**config.mk**
```make
export PLATFORM = sky130hd
export DESIGN_NAME = dbg_brk_unit
export DESIGN_NICKNAME = d
export VERILOG_FILES = /design/src/rtl/dbg_bp_pkg.sv /design/src/rtl/dbg_bp_regs.sv /design/src/rtl/dbg_bp_match.sv /design/src/rtl/dbg_brk_unit.sv
export SDC_FILE = /design/constraint.sdc
export NUM_CORES = 1
export LEC_CHECK = 0
export ABC_CLOCK_PERIOD_IN_PS = 3100
export BUFFER_PORTS_ARGS = -buffer_cell sky130_fd_sc_hd__buf_2
export CAP_MARGIN = 20
export CORE_ASPECT_RATIO = 1.2
export CORE_MARGIN = 2
export CORE_UTILIZATION = 51
export CTS_CLUSTER_DIAMETER = 200
export DETAILED_ROUTE_END_ITERATION = 10
export GPL_TIMING_DRIVEN = 0
export PLACE_DENSITY = 0.79
export SYNTH_ARGS = -nofsm -noshare
export SYNTH_HDL_FRONTEND = slang
export SYNTH_SLANG_ARGS = --single-unit
```
**constraint.sdc**
```tcl
create_clock -name clk -period 3.1 [get_ports clk]
set_clock_uncertainty 0.05 [all_clocks]
set_input_delay 0.93 -clock clk [delete_from_list [all_inputs] [get_ports clk]]
set_output_delay 0.93 -clock clk [all_outputs]
set_load 0.01 [all_outputs]
```
**src/rtl/dbg_bp_pkg.sv**
```systemverilog
package dbg_bp_pkg;
    parameter int unsigned BP_W    = 16;
    parameter int unsigned NUM_BP  = 6;
    parameter int unsigned NUM_IBP = 4;
    parameter int unsigned MOD_W   = 4;
    parameter int unsigned IDX_W   = 5;
    parameter int unsigned HADDR_W = 4;

    localparam int unsigned HA_MASK = NUM_BP;
    localparam int unsigned HA_DATA = NUM_BP + 1;
    localparam int unsigned HA_CTRL = NUM_BP + 2;

    typedef enum logic [1:0] {
        ST_BACKGROUND = 2'b00,
        ST_DEBUG_IDLE = 2'b01
    } dbg_state_e;

    typedef struct packed {
        logic [NUM_BP-1:0][BP_W-1:0] bp;
        logic [BP_W-1:0]             mask;
        logic [BP_W-1:0]             cmp;
        logic                        en;
        logic                        mode;
    } hregs_t;

    typedef struct packed {
        logic       brk;
        dbg_state_e st;
        logic       pend;
    } seq_t;
endpackage

```
**src/rtl/dbg_bp_regs.sv**
```systemverilog
module dbg_bp_regs
    import dbg_bp_pkg::*;
#(
    parameter int unsigned P_NUM_BP  = NUM_BP,
    parameter int unsigned P_BP_W    = BP_W,
    parameter int unsigned P_HADDR_W = HADDR_W
) (
    input  logic                              clk,
    input  logic                              rst_n,
    input  logic                              tlr,
    input  logic                              wr_en,
    input  logic [P_HADDR_W-1:0]              addr,
    input  logic [P_BP_W-1:0]                 wdata,
    output logic [P_BP_W-1:0]                 rdata,
    output logic [P_NUM_BP-1:0][P_BP_W-1:0]   bp_o,
    output logic [P_BP_W-1:0]                 mask_o,
    output logic [P_BP_W-1:0]                 cmp_o,
    output logic                              en_o,
    output logic                              mode_o
);
    hregs_t r_d, r_q;

    always_comb begin
        r_d = r_q;
        if (wr_en) begin
            for (int k = 0; k < int'(P_NUM_BP); k++) begin
                if (addr == P_HADDR_W'(k)) r_d.bp[k] = wdata;
            end
            if (addr == P_HADDR_W'(HA_MASK)) r_d.mask = wdata;
            if (addr == P_HADDR_W'(HA_DATA)) r_d.cmp  = wdata;
            if (addr == P_HADDR_W'(HA_CTRL)) begin
                r_d.en   = wdata[0];
                r_d.mode = wdata[1];
            end
        end
        if (tlr) r_d.bp = '1;
    end

    always_ff @(posedge clk or negedge rst_n) begin
        if (!rst_n) begin
            r_q      <= '0;
            r_q.bp   <= '1;
        end else begin
            r_q <= r_d;
        end
    end

    always_comb begin
        rdata = '0;
        for (int k = 0; k < int'(P_NUM_BP); k++) begin
            if (addr == P_HADDR_W'(k)) rdata = r_q.bp[k];
        end
        if (addr == P_HADDR_W'(HA_MASK)) rdata = r_q.mask;
        if (addr == P_HADDR_W'(HA_DATA)) rdata = r_q.cmp;
        if (addr == P_HADDR_W'(HA_CTRL)) rdata = {{(P_BP_W-2){1'b0}}, r_q.mode, r_q.en};
    end

    assign bp_o   = r_q.bp;
    assign mask_o = r_q.mask;
    assign cmp_o  = r_q.cmp;
    assign en_o   = r_q.en;
    assign mode_o = r_q.mode;

    // a test-logic-reset leaves every breakpoint at all ones
    assert_tlr_fill_R1: assert property (@(posedge clk) disable iff (!rst_n)
        tlr |=> (r_q.bp == '1));
endmodule

```
**src/rtl/dbg_bp_match.sv**
```systemverilog
module dbg_bp_match
    import dbg_bp_pkg::*;
#(
    parameter int unsigned P_NUM_BP  = NUM_BP,
    parameter int unsigned P_NUM_IBP = NUM_IBP,
    parameter int unsigned P_BP_W    = BP_W,
    parameter int unsigned P_MOD_W   = MOD_W,
    parameter int unsigned P_IDX_W   = IDX_W
) (
    input  logic                              clk,
    input  logic                              rst_n,
    input  logic [P_NUM_BP-1:0][P_BP_W-1:0]   bp,
    input  logic [P_BP_W-1:0]                 mask,
    input  logic [P_BP_W-1:0]                 cmp,
    input  logic                              en,
    input  logic                              mode,
    input  logic                              fetch_valid,
    input  logic [P_BP_W-1:0]                 fetch_addr,
    input  logic                              dmem_valid,
    input  logic [P_BP_W-1:0]                 dmem_addr,
    input  logic                              dst_valid,
    input  logic [P_MOD_W-1:0]                dst_module,
    input  logic [P_IDX_W-1:0]                dst_index,
    input  logic [P_BP_W-1:0]                 dst_wdata,
    output logic                              hit
);
    localparam int unsigned IDX_LO = P_MOD_W;
    localparam int unsigned IDX_HI = P_MOD_W + P_IDX_W - 1;

    logic [P_NUM_BP-1:0] per_bp;
    logic                value_ok;

    assign value_ok = (((dst_wdata ^ cmp) & mask) == '0);

    for (genvar g = 0; g < int'(P_NUM_BP); g++) begin : g_bp
        if (g < int'(P_NUM_IBP)) begin : g_ifetch
            assign per_bp[g] = fetch_valid && (fetch_addr == bp[g]);
        end else begin : g_dual
            logic reg_hit, addr_hit;
            assign addr_hit  = dmem_valid && (dmem_addr == bp[g]);
            assign reg_hit   = dst_valid && value_ok
                             && (bp[g][P_MOD_W-1:0] == dst_module)
                             && (bp[g][IDX_HI:IDX_LO] == dst_index);
            assign per_bp[g] = mode ? reg_hit : addr_hit;
        end
    end

    assign hit = en && (|per_bp);

    // in register mode with no fetch and no destination write, nothing matches
    assert_regmode_quiet_R6: assert property (@(posedge clk) disable iff (!rst_n)
        (mode && !fetch_valid && !dst_valid) |-> !hit);
    // in address mode with no fetch and no data access, nothing matches
    assert_addrmode_quiet_R5: assert property (@(posedge clk) disable iff (!rst_n)
        (!mode && !fetch_valid && !dmem_valid) |-> !hit);
endmodule

```
**src/rtl/dbg_brk_unit.sv**
```systemverilog
module dbg_brk_unit
    import dbg_bp_pkg::*;
(
    input  logic               clk,
    input  logic               rst_n,
    input  logic               tlr,
    input  logic               host_wr_en,
    input  logic [HADDR_W-1:0] host_addr,
    input  logic [BP_W-1:0]    host_wdata,
    output logic [BP_W-1:0]    host_rdata,
    input  logic               host_break_cmd,
    input  logic               host_resume,
    input  logic               fetch_valid,
    input  logic [BP_W-1:0]    fetch_addr,
    input  logic               dmem_valid,
    input  logic [BP_W-1:0]    dmem_addr,
    input  logic               dst_valid,
    input  logic [MOD_W-1:0]   dst_module,
    input  logic [IDX_W-1:0]   dst_index,
    input  logic [BP_W-1:0]    dst_wdata,
    input  logic               insn_prefix,
    input  logic               insn_done,
    output logic               brk_req,
    output logic [1:0]         dbg_status
);
    logic [NUM_BP-1:0][BP_W-1:0] bp;
    logic [BP_W-1:0]             mask, cmp;
    logic                        en, mode, hit, fire;
    seq_t                        s_d, s_q;

    dbg_bp_regs u_regs (
        .clk(clk), .rst_n(rst_n), .tlr(tlr),
        .wr_en(host_wr_en), .addr(host_addr), .wdata(host_wdata), .rdata(host_rdata),
        .bp_o(bp), .mask_o(mask), .cmp_o(cmp), .en_o(en), .mode_o(mode)
    );

    dbg_bp_match u_match (
        .clk(clk), .rst_n(rst_n),
        .bp(bp), .mask(mask), .cmp(cmp), .en(en), .mode(mode),
        .fetch_valid(fetch_valid), .fetch_addr(fetch_addr),
        .dmem_valid(dmem_valid), .dmem_addr(dmem_addr),
        .dst_valid(dst_valid), .dst_module(dst_module), .dst_index(dst_index),
        .dst_wdata(dst_wdata), .hit(hit)
    );

    always_comb begin
        s_d     = s_q;
        s_d.brk = 1'b0;
        fire    = 1'b0;
        if (s_q.st == ST_BACKGROUND) begin
            if (host_break_cmd)                              fire     = 1'b1;
            else if (hit && insn_prefix)                     s_d.pend = 1'b1;
            else if (hit)                                    fire     = 1'b1;
            else if (s_q.pend && insn_done && !insn_prefix)  fire     = 1'b1;
            if (fire) begin
                s_d.brk  = 1'b1;
                s_d.st   = ST_DEBUG_IDLE;
                s_d.pend = 1'b0;
            end
        end else begin
            s_d.pend = 1'b0;
            if (host_resume) s_d.st = ST_BACKGROUND;
        end
    end

    always_ff @(posedge clk or negedge rst_n) begin
        if (!rst_n) begin
            s_q <= '{brk: 1'b0, st: ST_BACKGROUND, pend: 1'b0};
        end else begin
            s_q <= s_d;
        end
    end

    assign brk_req    = s_q.brk;
    assign dbg_status = s_q.st;

    assert_single_pulse_R9: assert property (@(posedge clk) disable iff (!rst_n)
        brk_req |=> !brk_req);
    assert_pulse_status_R9: assert property (@(posedge clk) disable iff (!rst_n)
        brk_req |-> (dbg_status == 2'b01));
    assert_resume_R10: assert property (@(posedge clk) disable iff (!rst_n)
        (dbg_status == 2'b01 && host_resume) |=> (dbg_status == 2'b00 && !brk_req));
    assert_disabled_R3: assert property (@(posedge clk) disable iff (!rst_n)
        (!en && !host_break_cmd && !s_q.pend) |=> !brk_req);
    assert_defer_R8: assert property (@(posedge clk) disable iff (!rst_n)
        (dbg_status == 2'b00 && insn_prefix && !host_break_cmd) |=> !brk_req);
endmodule

```
==> metrics.txt, run 1 <==
status=finished with violations; failing checks=setup timing; # IOs=107; MaxCap Viol Count=0; RSZ-0062 raised after global routing=true; grt ovf=0; DP Wirelength=20.5 mm; Hold Path Class=reg -> reg; CTS root buf=clkbuf_16; critical path, cell by cell=buf_12 > buf_12 > buf_4 > buf_12 > mux2i_1 > o21ai_1 > a222oi_1 > o21ai_1 > buf_2; DIE WIDTH=120 microns; drt pass-1 iters=7; mean post-synth cell area=9.89 sq um; die area=0.0173 sq mm; Buffers on Ports=83; maximum VDD drop=0.401 mV; Unique masters post-synth=53; fin util=65.6%; antenna violations before repair=1; Worst Setup End Kind=output port; max_slew headroom=57.3%; most frequent CP cell=buf_12; Clock Sinks=133; Placeable Area=0.0161 sq mm; worst slew pin tran=641 ps; CP Data Required Time=2120 ps; vias=7,630; Initial Util=51.6%; CTS buffer count=17; htree depth=4; first-pass GRT wire length=44.1 mm; Pins Over Slew Limit=0; Longest Clk Path Bufs=2; register bit total from synthesis=133; Netlist Area Pre-Place=0.00830 sq mm; Most used DFF post-synth=dfstp_2; Mapped Cells=839; per-cell routed wire length=24.4 microns; total track usage=34.0%; Chip Height=144 microns; setup violators final=16; max incr delay on CP=430 ps; final instance area=0.0106 sq mm; DRC Markers=0; sequential cell area=0.00345 sq mm; crit path time final=3420 ps; Setup Crit Path Kind=in -> out; CTS tree=yes; Placed Area=0.00904 sq mm; critical path's slowest cell=a222oi_1; Worst-path clk slew=60 ps; period utilization=110%; TNS Setup=-3380 ps; share of cells above drive strength 1=37.8%; Antenna Nets Post-Route=0; area of the multi-input gates=0.00472 sq mm; startpoint types=input port; routability congestion estimate=0.989; post-route setup slack=-323 ps; vias in the first global route=7,795; final hold vios=0; Fillers=1,220; largest net degree at the start of global routing=98; row cnt=51; hold_ws=408 ps; Max Clk Rate=292 MHz; WL final=29.2 mm; Final Power=0.00546 W; Area Overhead vs Synth=27.1%; Yosys warning total=0; DRT iter0 DRCs=915; Pwr Density=518 mW/mm^2; Synth async-reset ratio=100%; crit path max fanout=6; EDFF count, synth=0; Layout Nets=1,060; share of the yosys chip area belonging to registers=41.5%; Leakage=4.46 nW; Syn Nets=927; clk_lat worst skew=430 ps; WP data arrival=2440 ps; Via-to-Cell Ratio=6.37; number of diodes=0
-- cells in the final DEF (no fill, tap or decap), types with 4 or more instances in the layout --
cell type and count:
nand2_1 115, dfstp_2 96, buf_2 89, xnor2_1 68, xor2_1 62, nand3b_1 48
a211o_1 48, buf_4 41, dfrtp_1 37, and3_1 34, mux2_2 32, clkbuf_1 25
nor2_1 23, mux2i_1 21, nand4_1 21, clkbuf_16 20, o21ai_1 19, buf_6 15
nor4_1 14, nor2b_1 14, a222oi_1 12, a31oi_1 11, buf_12 9, o21ai_2 7
bufinv_16 7, a22oi_1 6, clkbuf_8 5, a21oi_1 5, nor3_4 4, mux2i_2 4
inv_1 4, nand3_1 4
-- per-stage QoR --
stage / instances / setup slack [ps]
after CTS: 1195 / -249
after detailed placement: 1135 / -773
after floorplan: 839 / -9.52
after global routing: 1197 / -383
final: 1197 / -323
after global placement: 1134 / -756
-- registers in the layout, indices dropped and copies added, names as in the netlist --
| register | flops |
|---|---|
| u_regs.en_o | 1 |
| u_regs.mask_o | 16 |
| brk_req | 1 |
| dbg_status | 1 |
| u_regs.bp_o | 96 |
| u_regs.mode_o | 1 |
| s_q | 1 |
| u_regs.cmp_o | 16 |
-- cell usage after synthesis, types with 3 or more instances --
cell	n	share of area, %
nand2_1	116	5.2
dfstp_2	96	30
xnor2_1	68	7.2
xor2_1	62	6.5
a211o_1	48	5.1
nand3b_1	48	4.3
dfrtp_1	37	11
and3_1	34	2.6
clkbuf_1	34	1.5
mux2_2	32	4.3
o21ai_0	28	1.7
mux2i_1	27	3.3
nor2_1	24	1.1
buf_4	22	2.0
nand4_1	21	1.6
buf_2	19	1.1
nor2b_1	15	1.1
nor4_1	14	1.1
a222oi_1	12	1.4
a31oi_1	12	0.90
a21oi_1	7	0.42
a22oi_1	6	0.54
inv_1	6	0.27
a32oi_1	5	0.53
nand3_1	5	0.30
nor3_1	4	0.24
a311oi_1	3	0.32
mux2_1	3	0.41
nand2b_1	3	0.23
-- cells by family after synthesis --
family | Yosys count | share of synthesized area, %
and+or+nand+nor | 295 | 19.1
other | 1 | 0.0452
DFF | 133 | 41.5
AOI/OAI and AO/OA | 136 | 12.6
muxes | 62 | 8.00
xor gates and xnor gates | 130 | 13.7
buffers and inverters | 82 | 4.99
-- final timing paths --
| path | to | slack [ps] | startpoint | cells after the start |
|---|---|---|---|---|
| min in group asynchronous | u_regs.bp_o[44]$_DFFE_PN1P_ | 620 | rst_n | 1 |
| worst max register to register | s_q[0]$_DFFE_PN0P_ | 730 | u_regs.bp_o[60]$_DFFE_PN1P_ | 7 |
| worst max-delay path | host_rdata[7] | -320 | host_addr[1] | 9 |
| max in group asynchronous | u_regs.bp_o[83]$_DFFE_PN1P_ | 1850 | rst_n | 2 |
| worst min-delay path | brk_req$_DFF_PN0_ | 410 | dbg_status[0]$_DFFE_PN0P_ | 1 |
| worst min register to register | brk_req$_DFF_PN0_ | 410 | dbg_status[0]$_DFFE_PN0P_ | 1 |
-- critical path, delay by kind of cell --
family / cells / cell delay [ps]
AO/OA/AOI/OAI: 3 / 660
buffers and inverters: 5 / 690
multiplexers: 1 / 140
-- layout make-up --
type | instances | share of cell area, %
Multi-Input combinational cell | 624 | 44.8
Tap cell | 212 | 2.51
Clock inverter | 12 | 2.35
Inverter | 6 | 0.273
Timing Repair Buffer | 116 | 7.50
Clock buffer | 20 | 4.42
Sequential cell | 133 | 32.7
Buffer | 74 | 5.51
-- where the power goes --
group          internal [W]  switching, W  total [W]
clock network       0.00165      0.000794    0.00245
logic              0.000447      0.000521   0.000967
registers           0.00190      0.000151    0.00205
-- metal layers --
| metal | global-route usage, % | part of all wire (%) |
|---|---|---|
| met4 | 22.9 | 7.3 |
| met3 | 6.55 | 9.8 |
| met1 | 40.2 | 35 |
| met2 | 56.3 | 48 |
| met5 | 0 | 0 |
-- repair_timing --
| action | CTS | global route |
|---|---|---|
| gates resized for setup | 101 | 43 |
| endpoints found under the setup margin | 16 | 16 |
| setup buffers | 25 | 5 |
| pin swaps | 21 | 22 |
| hold buffers | 0 | 0 |
| cloned | 3 | 1 |
Power figures use the tool's default switching activity.
==> run 2: changes to the inputs <==
Settings changed: ABC_AREA set to 1, REMOVE_ABC_BUFFERS set to 1.
==> metrics.txt, run 2 <==
Initial Util=52.3%; status=finished with violations; commonest non-fill, non-tap cells in the layout=395 x nand2_1, 144 x inv_1, 113 x o21ai_0, 101 x nor2_1, 100 x buf_2; xor and xnor area share after synthesis=5.25%; Logic pwr share=21.4%; Switching Share=31.1%; Longest Clk Path Bufs=2; Antenna Nets Post-Route=0; Clock Power Share=36.0%; Synth Area in Compound Gates=16.3%; reg-to-reg endpoint=dbg_status[0]$_DFFE_PN0P_; Buffers on Ports=105; Yosys warning total=0; final instance area=0.0103 sq mm; Internal Power=0.00367 W; worst slew pin tran=1000 ps; TNS Setup=-3010 ps; grt ovf=0; Pins Over Slew Limit=0; Placeable Area=0.0156 sq mm; WL final=26.1 mm; Chip Height=143 microns; Via-to-Cell Ratio=5.56; EDFF count, synth=0; Netlist Area Pre-Place=0.00817 sq mm; DRC Markers=0; setup violators final=16; CTS buffer count=17; vias=8,486; htree depth=4; WP data arrival=2390 ps; commonest non-fill, non-tap cell in the layout=nand2_1; crit path time final=3370 ps; area of the multi-input gates=0.00436 sq mm; sw power=0.00166 W; Hold Path Class=in -> async; reg2reg path depth=14; die area=0.0171 sq mm; share of the yosys chip area belonging to registers=42.2%; max_slew headroom=33.0%; CP startpoint=host_addr[2]; Flop pwr share=42.5%; flop-to-flop setup slack=1100 ps; Setup crit end=host_rdata[4]; DRT iter0 DRCs=839; largest family of logic cells by synthesized area=simple AND/OR/NAND/NOR gates; hold-fix buffers at CTS=0; routability congestion estimate=0.908; crit path max fanout=6; per-cell routed wire length=17.1 microns; first-pass GRT wire length=40.7 mm; MaxCap Viol Count=0; largest net degree at the start of global routing=82; Clock Sinks=133; drt pass-1 iters=8; Synth area leaders=dfstp_2 31%, nand2_1 19%, dfrtp_1 11%; Layout Nets=1,391; mux contribution to synthesized area=0%; sequential cell area=0.00345 sq mm; largest area contributor in the netlist=dfstp_2; register bit total from synthesis=133; clk_lat worst skew=430 ps; mean post-synth cell area=6.92 sq um; vias in the first global route=8,158; Synth top area share=30.9%; # IOs=107; Unique masters post-synth=32; failing checks=setup timing; Placed Area=0.00891 sq mm; Post-Place Setup Slack=-1150 ps; RR Startpoint=u_regs.bp_o[63]$_DFFE_PN1P_; Fillers=1,297; Pwr Density=519 mW/mm^2; CTS root buf=clkbuf_16; cell with the most instances after synthesis=nand2_1; Synth async-reset ratio=100%; row cnt=50; total track usage=30.9%; antenna violations before repair=2; Max Clk Rate=297 MHz; post-route setup slack=-266 ps; max FFs per register=96; CP Data Required Time=2120 ps; Mapped Cells=1,181; Worst Setup End Kind=output port; Adder-Cell Fraction of Synth Area=0%; Setup Crit Path Kind=in -> out; Area Overhead vs Synth=25.5%; period utilization=109%; share of cells above drive strength 1=27.6%; Most used DFF post-synth=dfstp_2; Synth top cells by count=403 x nand2_1, 150 x inv_1, 124 x o21ai_0; startpoint types=input port; DP Wirelength=17.5 mm; RSZ-0062 raised after global routing=true; CTS tree=yes; DIE WIDTH=120 microns; maximum VDD drop=0.377 mV; Leakage=5.17 nW; Post-Synth Simple-Gate Area=26.1%; final hold vios=0; Worst-path clk slew=50 ps
run 2: cell count changes after synthesis, moves of 34 or more:
cell      previous run  this run
a211o_1             48         0
and3_1              34         0
inv_1                6       150
nand2_1            116       403
nand3b_1            48         0
nor2_1              24       112
o21ai_0             28       124
xnor2_1             68        11
run 2: worst min path at each step:
stage	slack, ps	startpoint	to	depth (start not counted)
floorplan	420	u_regs.mask_o[9]$_DFFE_PN0P_	u_regs.mask_o[9]$_DFFE_PN0P_	2
global placement	440	u_regs.cmp_o[0]$_DFFE_PN0P_	u_regs.cmp_o[0]$_DFFE_PN0P_	2
detailed placement	440	u_regs.bp_o[42]$_DFFE_PN1P_	u_regs.bp_o[42]$_DFFE_PN1P_	2
CTS	420	rst_n	u_regs.cmp_o[5]$_DFFE_PN0P_	1
global route	440	rst_n	u_regs.cmp_o[5]$_DFFE_PN0P_	1
finish	400	rst_n	u_regs.cmp_o[5]$_DFFE_PN0P_	1
run 2: power groups by stage:
stage               Clock [W]  Combinational, W  Sequential (W)
CTS                   0.00192           0.00110         0.00226
global route          0.00200           0.00127         0.00229
global placement            0          0.000952         0.00225
floorplan                   0          0.000648         0.00222
detailed placement          0           0.00100         0.00226
finish                0.00192           0.00114         0.00226
run 2: cell families (layout without fill, tap and decap cells):
group,count (synthesis),count (layout)
and+or+nand+nor,549,550
AOI/OAI and AO/OA,239,239
buffers and inverters,210,344
DFF,133,133
xor gates and xnor gates,49,49
other,1,3
run 2: what timing repair did:
item                       CTS  global route
setup endpoints to repair   27            16
buffers inserted            27             4
cloned                       2             0
pin swaps                   24            13
gates resized for setup    113            18
run 2: layout make-up:
cell class	instances	share of cell area, %
antenna	2	0.0488
clock buffer	27	4.90
clock inverter	5	0.488
inverter	171	6.57
multi-input combinational	839	42.5
sequential	133	33.6
tap	208	2.54
timing repair buffer	141	9.33
run 2: metal layers:
layer,GRT usage (%),part of all wire (%),vias to the layer above
met5,0,0,-
met1,37.9,38,3944
met3,4.43,7.5,112
met2,51.0,48,456
li1,-,-,3974
met4,20.0,6.2,0
run 2: worst max-delay path: stages:
cell,delay (ps)
buf_8,90
nor2_4,50
buf_6,120
nand2_8,60
clkinvlp_4,200
a221oi_2,320
o211ai_1,190
o22ai_1,190
a21oi_1,90
buf_2,140
run 2: stage by stage:
step	hold slack, ps	std cells	util, %	total power, W
after CTS	424	1522	65.0	0.00527
after global placement	441	1455	56.1	0.00320
after detailed placement	441	1461	57.0	0.00326
after global routing	440	1526	65.6	0.00556
after floorplan	418	1142	-	0.00286
final	405	1526	65.6	0.00533
